===== src/rtl/mw_pkg.sv =====
// Package: shared state encoding for the serial EEPROM word reader.
// Assumes: one frame state per pin configuration; each state lasts one step.
package mw_pkg;
    typedef enum logic [3:0] {
        ST_IDLE,
        ST_CS_ON,
        ST_PRE_HI,
        ST_PRE_LO,
        ST_TX_SET,
        ST_TX_HI,
        ST_TX_LO,
        ST_DI_LOW,
        ST_RX_HI,
        ST_RX_LO,
        ST_CS_OFF,
        ST_POST_HI,
        ST_POST_LO
    } mw_state_t;

    localparam logic [2:0] MW_READ_OP = 3'b110;
endpackage


===== src/rtl/mw_step_timer.sv =====
// Module: step timer. Emits one tick every DIV system clocks while run is high.
// Assumes: DIV >= 1; the count restarts from zero whenever run is low.
module mw_step_timer #(
    parameter int DIV = 2
) (
    input  logic clk,
    input  logic rst_n,
    input  logic run,
    output logic tick
);
    localparam int CW = (DIV > 1) ? $clog2(DIV) : 1;
    localparam logic [CW-1:0] LAST = CW'(DIV - 1);

    logic [CW-1:0] cnt;

    // Purpose: count system clocks within the current step.
    always_ff @(posedge clk) begin
        if (!rst_n) begin
            cnt <= '0;
        end else if (!run || cnt == LAST) begin
            cnt <= '0;
        end else begin
            cnt <= cnt + 1'b1;
        end
    end

    assign tick = run && (cnt == LAST);

    assert_count_range_R8: assert property (@(posedge clk) disable iff (!rst_n)
        cnt <= LAST);
    assert_idle_clear_R8: assert property (@(posedge clk) disable iff (!rst_n)
        !run |=> cnt == '0);
endmodule


===== src/rtl/mw_frame_fsm.sv =====
// Module: frame sequencer. Drives chip select, serial clock and data-in
// through open clock, command, capture and close clock phases.
// Assumes: tick marks the last system clock of each step; start is ignored unless idle.
module mw_frame_fsm
    import mw_pkg::*;
#(
    parameter int AW_BIG   = 8,
    parameter int AW_SMALL = 6,
    parameter int DW       = 16
) (
    input  logic              clk,
    input  logic              rst_n,
    input  logic              start,
    input  logic [AW_BIG-1:0] addr,
    input  logic              wide,
    input  logic              tick,
    output logic              cs,
    output logic              sk,
    output logic              di,
    output logic              busy,
    output logic              sample,
    output logic              finish
);
    localparam int HW   = 3 + AW_BIG;
    localparam int MAXN = (HW > DW) ? HW : DW;
    localparam int CW   = $clog2(MAXN + 1);
    localparam int PADW = AW_BIG - AW_SMALL;

    mw_state_t         state;
    logic [HW-1:0]     txsr;
    logic [CW-1:0]     nbits;
    logic [CW-1:0]     cnt;

    // Purpose: advance the frame one step per tick and shift the command out.
    always_ff @(posedge clk) begin
        if (!rst_n) begin
            state <= ST_IDLE;
            txsr  <= '0;
            nbits <= '0;
            cnt   <= '0;
        end else if (state == ST_IDLE) begin
            if (start) begin
                state <= ST_CS_ON;
                cnt   <= '0;
                if (wide) begin
                    txsr  <= {MW_READ_OP, addr};
                    nbits <= CW'(HW);
                end else begin
                    txsr  <= {MW_READ_OP, addr[AW_SMALL-1:0], {PADW{1'b0}}};
                    nbits <= CW'(3 + AW_SMALL);
                end
            end
        end else if (tick) begin
            case (state)
                ST_CS_ON:   state <= ST_PRE_HI;
                ST_PRE_HI:  state <= ST_PRE_LO;
                ST_PRE_LO:  state <= ST_TX_SET;
                ST_TX_SET:  state <= ST_TX_HI;
                ST_TX_HI:   state <= ST_TX_LO;
                ST_TX_LO: begin
                    txsr <= {txsr[HW-2:0], 1'b0};
                    if (cnt == nbits - 1'b1) begin
                        cnt   <= '0;
                        state <= ST_DI_LOW;
                    end else begin
                        cnt   <= cnt + 1'b1;
                        state <= ST_TX_SET;
                    end
                end
                ST_DI_LOW:  state <= ST_RX_HI;
                ST_RX_HI:   state <= ST_RX_LO;
                ST_RX_LO: begin
                    if (cnt == CW'(DW - 1)) begin
                        cnt   <= '0;
                        state <= ST_CS_OFF;
                    end else begin
                        cnt   <= cnt + 1'b1;
                        state <= ST_RX_HI;
                    end
                end
                ST_CS_OFF:  state <= ST_POST_HI;
                ST_POST_HI: state <= ST_POST_LO;
                default:    state <= ST_IDLE;
            endcase
        end
    end

    // Purpose: decode the pin levels and the per-step strobes from the state.
    always_comb begin
        cs     = (state != ST_IDLE) && (state != ST_CS_OFF) &&
                 (state != ST_POST_HI) && (state != ST_POST_LO);
        sk     = (state == ST_PRE_HI) || (state == ST_TX_HI) ||
                 (state == ST_RX_HI) || (state == ST_POST_HI);
        di     = ((state == ST_TX_SET) || (state == ST_TX_HI) ||
                  (state == ST_TX_LO)) && txsr[HW-1];
        busy   = (state != ST_IDLE);
        sample = tick && (state == ST_RX_LO);
        finish = tick && (state == ST_POST_LO);
    end

    assert_quiet_idle_R1: assert property (@(posedge clk) disable iff (!rst_n)
        !busy |-> !cs && !sk && !di);
    assert_length_hold_R2: assert property (@(posedge clk) disable iff (!rst_n)
        busy && $past(busy) |-> $stable(nbits));
    assert_di_edge_R5: assert property (@(posedge clk) disable iff (!rst_n)
        !$stable(sk) |-> $stable(di));
    assert_di_high_phase_R5: assert property (@(posedge clk) disable iff (!rst_n)
        sk && $past(sk) |-> $stable(di));
    assert_sample_low_R6: assert property (@(posedge clk) disable iff (!rst_n)
        sample |-> cs && !sk && !di);
    assert_cs_fall_R7: assert property (@(posedge clk) disable iff (!rst_n)
        $fell(cs) |-> !sk);
endmodule


===== src/rtl/mw_rx_capture.sv =====
// Module: capture shifter. Shifts the data-out pin in MSB first on each
// sample strobe and publishes the word with a done pulse at frame end.
// Assumes: exactly DW samples per frame; load arrives after the last sample.
module mw_rx_capture #(
    parameter int DW = 16
) (
    input  logic          clk,
    input  logic          rst_n,
    input  logic          sample,
    input  logic          din,
    input  logic          load,
    output logic [DW-1:0] result,
    output logic          done
);
    logic [DW-1:0] sr;

    // Purpose: shift in serial data and publish the word at frame end.
    always_ff @(posedge clk) begin
        if (!rst_n) begin
            sr     <= '0;
            result <= '0;
            done   <= 1'b0;
        end else begin
            if (sample) begin
                sr <= {sr[DW-2:0], din};
            end
            if (load) begin
                result <= sr;
            end
            done <= load;
        end
    end

    assert_done_pulse_R9: assert property (@(posedge clk) disable iff (!rst_n)
        done |=> !done);
    assert_result_hold_R9: assert property (@(posedge clk) disable iff (!rst_n)
        !load |=> $stable(result));
endmodule


===== src/rtl/mw_eeprom_reader.sv =====
// Module: top of the serial EEPROM word reader: step timer, frame sequencer
// and capture shifter.
// Assumes: DIVIDER below 1 is treated as 1; the memory updates data-out after
// each serial clock rising edge.
module mw_eeprom_reader #(
    parameter int DIVIDER = 2
) (
    input  logic        clk,
    input  logic        rst_n,
    input  logic        start_i,
    input  logic [7:0]  addr_i,
    input  logic        wide_i,
    input  logic        eep_do_i,
    output logic        eep_cs_o,
    output logic        eep_sk_o,
    output logic        eep_di_o,
    output logic        busy_o,
    output logic        done_o,
    output logic [15:0] data_o
);
    localparam int DIV_EFF = (DIVIDER < 1) ? 1 : DIVIDER;

    logic tick;
    logic sample;
    logic finish;

    mw_step_timer #(.DIV(DIV_EFF)) u_timer (
        .clk   (clk),
        .rst_n (rst_n),
        .run   (busy_o),
        .tick  (tick)
    );

    mw_frame_fsm #(.AW_BIG(8), .AW_SMALL(6), .DW(16)) u_fsm (
        .clk    (clk),
        .rst_n  (rst_n),
        .start  (start_i),
        .addr   (addr_i),
        .wide   (wide_i),
        .tick   (tick),
        .cs     (eep_cs_o),
        .sk     (eep_sk_o),
        .di     (eep_di_o),
        .busy   (busy_o),
        .sample (sample),
        .finish (finish)
    );

    mw_rx_capture #(.DW(16)) u_cap (
        .clk    (clk),
        .rst_n  (rst_n),
        .sample (sample),
        .din    (eep_do_i),
        .load   (finish),
        .result (data_o),
        .done   (done_o)
    );

    assert_done_not_busy_R9: assert property (@(posedge clk) disable iff (!rst_n)
        done_o |-> !busy_o);
    assert_start_busy_R2: assert property (@(posedge clk) disable iff (!rst_n)
        start_i && !busy_o |=> busy_o);
endmodule


===== config.mk =====
export PLATFORM = sky130hd
export DESIGN_NAME = mw_eeprom_reader
export DESIGN_NICKNAME = d
export VERILOG_FILES = /design/src/rtl/mw_pkg.sv /design/src/rtl/mw_step_timer.sv /design/src/rtl/mw_frame_fsm.sv /design/src/rtl/mw_rx_capture.sv /design/src/rtl/mw_eeprom_reader.sv
export SDC_FILE = /design/constraint.sdc
export NUM_CORES = 1
export LEC_CHECK = 0
export CAP_MARGIN = 20
export CORE_ASPECT_RATIO = 2
export CORE_MARGIN = 8
export CORE_UTILIZATION = 62
export DETAILED_ROUTE_END_ITERATION = 10
export DONT_BUFFER_PORTS = 1
export HOLD_SLACK_MARGIN = 0.05
export PLACE_DENSITY_LB_ADDON = 0.25
export REMOVE_ABC_BUFFERS = 1
export SETUP_SLACK_MARGIN = 0.3
export SLEW_MARGIN = 10
export SYNTH_ARGS = -nofsm -noshare
export SYNTH_HDL_FRONTEND = slang
export SYNTH_HIERARCHICAL = 1
export SYNTH_SLANG_ARGS = --single-unit

===== constraint.sdc =====
create_clock -name clk -period 2.8 [get_ports clk]
set_clock_uncertainty 0.2 [all_clocks]
set_input_delay 0.14 -clock clk [delete_from_list [all_inputs] [get_ports clk]]
set_output_delay 0.14 -clock clk [all_outputs]
set_load 0.02 [all_outputs]

==> reports/results.ini <==
[status]
run_status = completed

[power_and_ir_drop]
power_frac_seq_pct = 56.0
comb_power_share_pct = 13.5
leakage_nw = 0.9584
power_switching_w = 0.0003786
ir_worst_vdd_mv = 0.4175
power_density_nw_per_um2 = 506.4
total_power_w = 0.001486
clkPwrFrac_pct = 30.5
internal_power_w = 0.001107
p_sw_share_pct = 25.48

[layout]
n_fill_cell = 299
layout_common_cells = dfxtp_1, mux2i_1, nor2b_1, nor2_1, dlygate4sd3_1
drive_above_1_share_pct = 9.797
n_antenna_cell = 0
syn_to_final_growth_pct = 11.56
layout_commonest_cell = dfxtp_1
nets = 313

[logic_synthesis]
synth.area.top_cells = dfxtp_1, mux2i_1, nor2b_1, a21oi_1, nor2_1
mappedNetlistArea_um2 = 2630
ys_seq_elements = 56
yosysSeqAreaShare_pct = 42.63
syn_inst = 279
yosysWarningCount = 6
ys_types = 46
synth_top_cell_by_area = dfxtp_1
syn_area_per_cell_um2 = 9.427
synth_top_area_share_pct = 42.63

[timing]
max_freq_mhz = 423.0
min_period_over_period_pct = 84.43
fin_ws_ns = 0.4360
fin_tns_setup_ns = 0
rsz0062_at_grt = no
fin_crit_ns = 2.364
slew_headroom_pct = 41.48
timing.final.max_slew_violations = 0
worst_pin_slew_ns = 0.8749
setup_viol_count_final = 0
finalHoldViolations = 0

[routing]
vias_per_cell = 5.586
drc = 0
drtPass1Iterations = 4
drt-initial-drc-count = 45
num_vias = 1944
antenna_left = 0
wl_mm = 5.343
wire_per_inst_um = 15.35

[setup_path]
crit_slowest_cell = dlygate4sd3_1
cpPeakStageDelay_ns = 0.57
crit_end = u_fsm/state[0]
worstSetupStartpoint = u_fsm/state[0]
cp.arrival_ns = 2.35
r2r-start = u_fsm/state[0]
worstRegToRegCells = 8
crit_required_ns = 2.78
critPathLaunchType = flop
r2r_slack_ns = 0.44
crit_fanout = 10
crit_path_end_kind = flop
critical_path.cell_chain = nor4_4, inv_2, and2_2, inv_1, o21ai_1, o211ai_1, dlygate4sd3_1, a31oi_1
path_class = flop to flop
reg2reg_to = u_fsm/state[0]

[global_route]
track_usage_pct = 16.99
grt_max_degree = 35
grt_pass1_wl_mm = 8.749
antenna_found_initial = 0
grt_pass1_vias = 1864
gr-total-overflow = 0

[clock_tree]
cts-root-buf = clkbuf_8
cts_buffers = 5
cts.clk_slew.worst_paths_ns = 0.09
cts_max_level = 2
cts_tree = built
clkSinkCount = 56
clock_path_buffers = 2
clk_latency_ns = 0.30

[floorplan]
fp.dieH_um = 108.1
num_rows = 33
fp.dieW_um = 62.06
die_area_um2 = 6709
start_util_pct = 64.34
boundaryPins = 34
core_um2 = 4088

[place]
dp_hpwl_mm = 3.501
gp_congestion = 0.8738
dp_slack_ns = 0.3733
portBuffers = 0

[worst_hold_path]
min_path_type = input pin to flop

[flow_run]
cap_violations = 0

[flip-flops by register name (all words and copies together) (netlist names)]
signal	cells
u_cap/result	16
u_cap/sr	16
u_fsm/txsr	11
u_fsm/cnt	5
u_fsm/state	4
u_fsm/nbits	2
u_cap/done	1
u_timer/cnt	1
[layer usage]
metal | vias to the layer above | part of all wire (%) | global-route usage [%]
li1 | 986 | - | -
met1 | 908 | 38 | 16.97
met2 | 39 | 54 | 30.16
met3 | 11 | 5.3 | 4.400
met4 | 0 | 2.9 | 8.703
met5 | - | 0 | 0
[through the flow]
stage,hold slack (ns),cells,util [%],instance area [µm²]
5_1_grt,0.05009,348,71.78,2934
3_3_place_gp,0.07437,320,64.28,2628
3_5_place_dp,0.07760,320,64.28,2628
6_report,0.01861,348,71.78,2934
4_1_cts,0.05149,348,71.56,2925
2_1_floorplan,0.06817,262,-,2511
[cells by family (layout without fill, tap and decap cells)]
| kind of cell | count (synthesis) | in the layout | synth area share (%) |
|---|---|---|---|
| simple gates | 99 | 99 | 21.36 |
| flops | 56 | 56 | 42.63 |
| compound gates | 47 | 47 | 11.47 |
| mux | 38 | 38 | 14.46 |
| buf+inv | 30 | 47 | 6.374 |
| fa+ha+maj | 5 | 5 | 2.379 |
| xor+xnor | 4 | 4 | 1.332 |
[cells in the mapped netlist, drive strengths merged]
master / number
a2111oi: 1
o31ai: 1
and3: 2
o211ai: 1
o21bai: 1
nand4b: 1
or3: 2
buf: 9
nor3b: 3
nor2b: 32
clkbuf: 8
a32oi: 1
nand2b: 2
and3b: 1
and4bb: 1
dfxtp: 56
nor3: 4
a21oi: 20
xnor2: 4
inv: 12
nand3b: 2
nand2: 14
mux2i: 38
nor4: 1
clkinv: 1
and2: 3
o32ai: 1
nor2: 21
o21ai: 8
a211oi: 6
ha: 5
nand3: 9
a21o: 1
nor4b: 1
a31oi: 6
[power by group through the flow]
stage          combinational, W  clock, W  sequential, W
6_report               0.000201  0.000454       0.000831
3_3_place_gp           0.000158         0       0.000848
3_5_place_dp           0.000160         0       0.000850
4_1_cts                0.000196  0.000467       0.000831
2_1_floorplan          0.000121         0       0.000851
5_1_grt                0.000221  0.000498       0.000834
[critical path: cells and delay by family (launching register included)]
family / cells / cell delay [ns]
AO/OA/AOI/OAI: 3 / 0.28
buffers and inverters: 3 / 0.82
flip-flops: 1 / 0.35
AND/OR/NAND/NOR: 2 / 0.60
[layout make-up]
class / instances / area [µm²] / area share (%)
tap: 52 / 65.06 / 2.217
clock inverter: 2 / 15.01 / 0.5117
inverter: 13 / 52.55 / 1.791
timing repair buffer: 26 / 249.0 / 8.486
clock buffer: 6 / 82.58 / 2.815
sequential: 56 / 1122 / 38.25
multi-input combinational: 193 / 1348 / 45.93
[worst min path at each step]
stage / startpoint / cells after the start / to
2_1_floorplan: rst_n / 1 / u_cap/sr[15]
3_3_place_gp: rst_n / 1 / u_cap/sr[9]
3_5_place_dp: rst_n / 1 / u_cap/sr[9]
4_1_cts: wide_i / 4 / u_fsm/txsr[4]
5_1_grt: addr_i[4] / 4 / u_fsm/txsr[6]
6_report: addr_i[4] / 4 / u_fsm/txsr[6]
[repair_timing]
action / 4_1_cts / 5_1_grt
endpoints found under the hold margin: 52 / 0
buffers inserted: 0 / 0
endpoints found under the setup margin: 0 / 40
hold buffers: 20 / 0
resized for setup: 0 / 3
(Power assumes the default switching activity.)
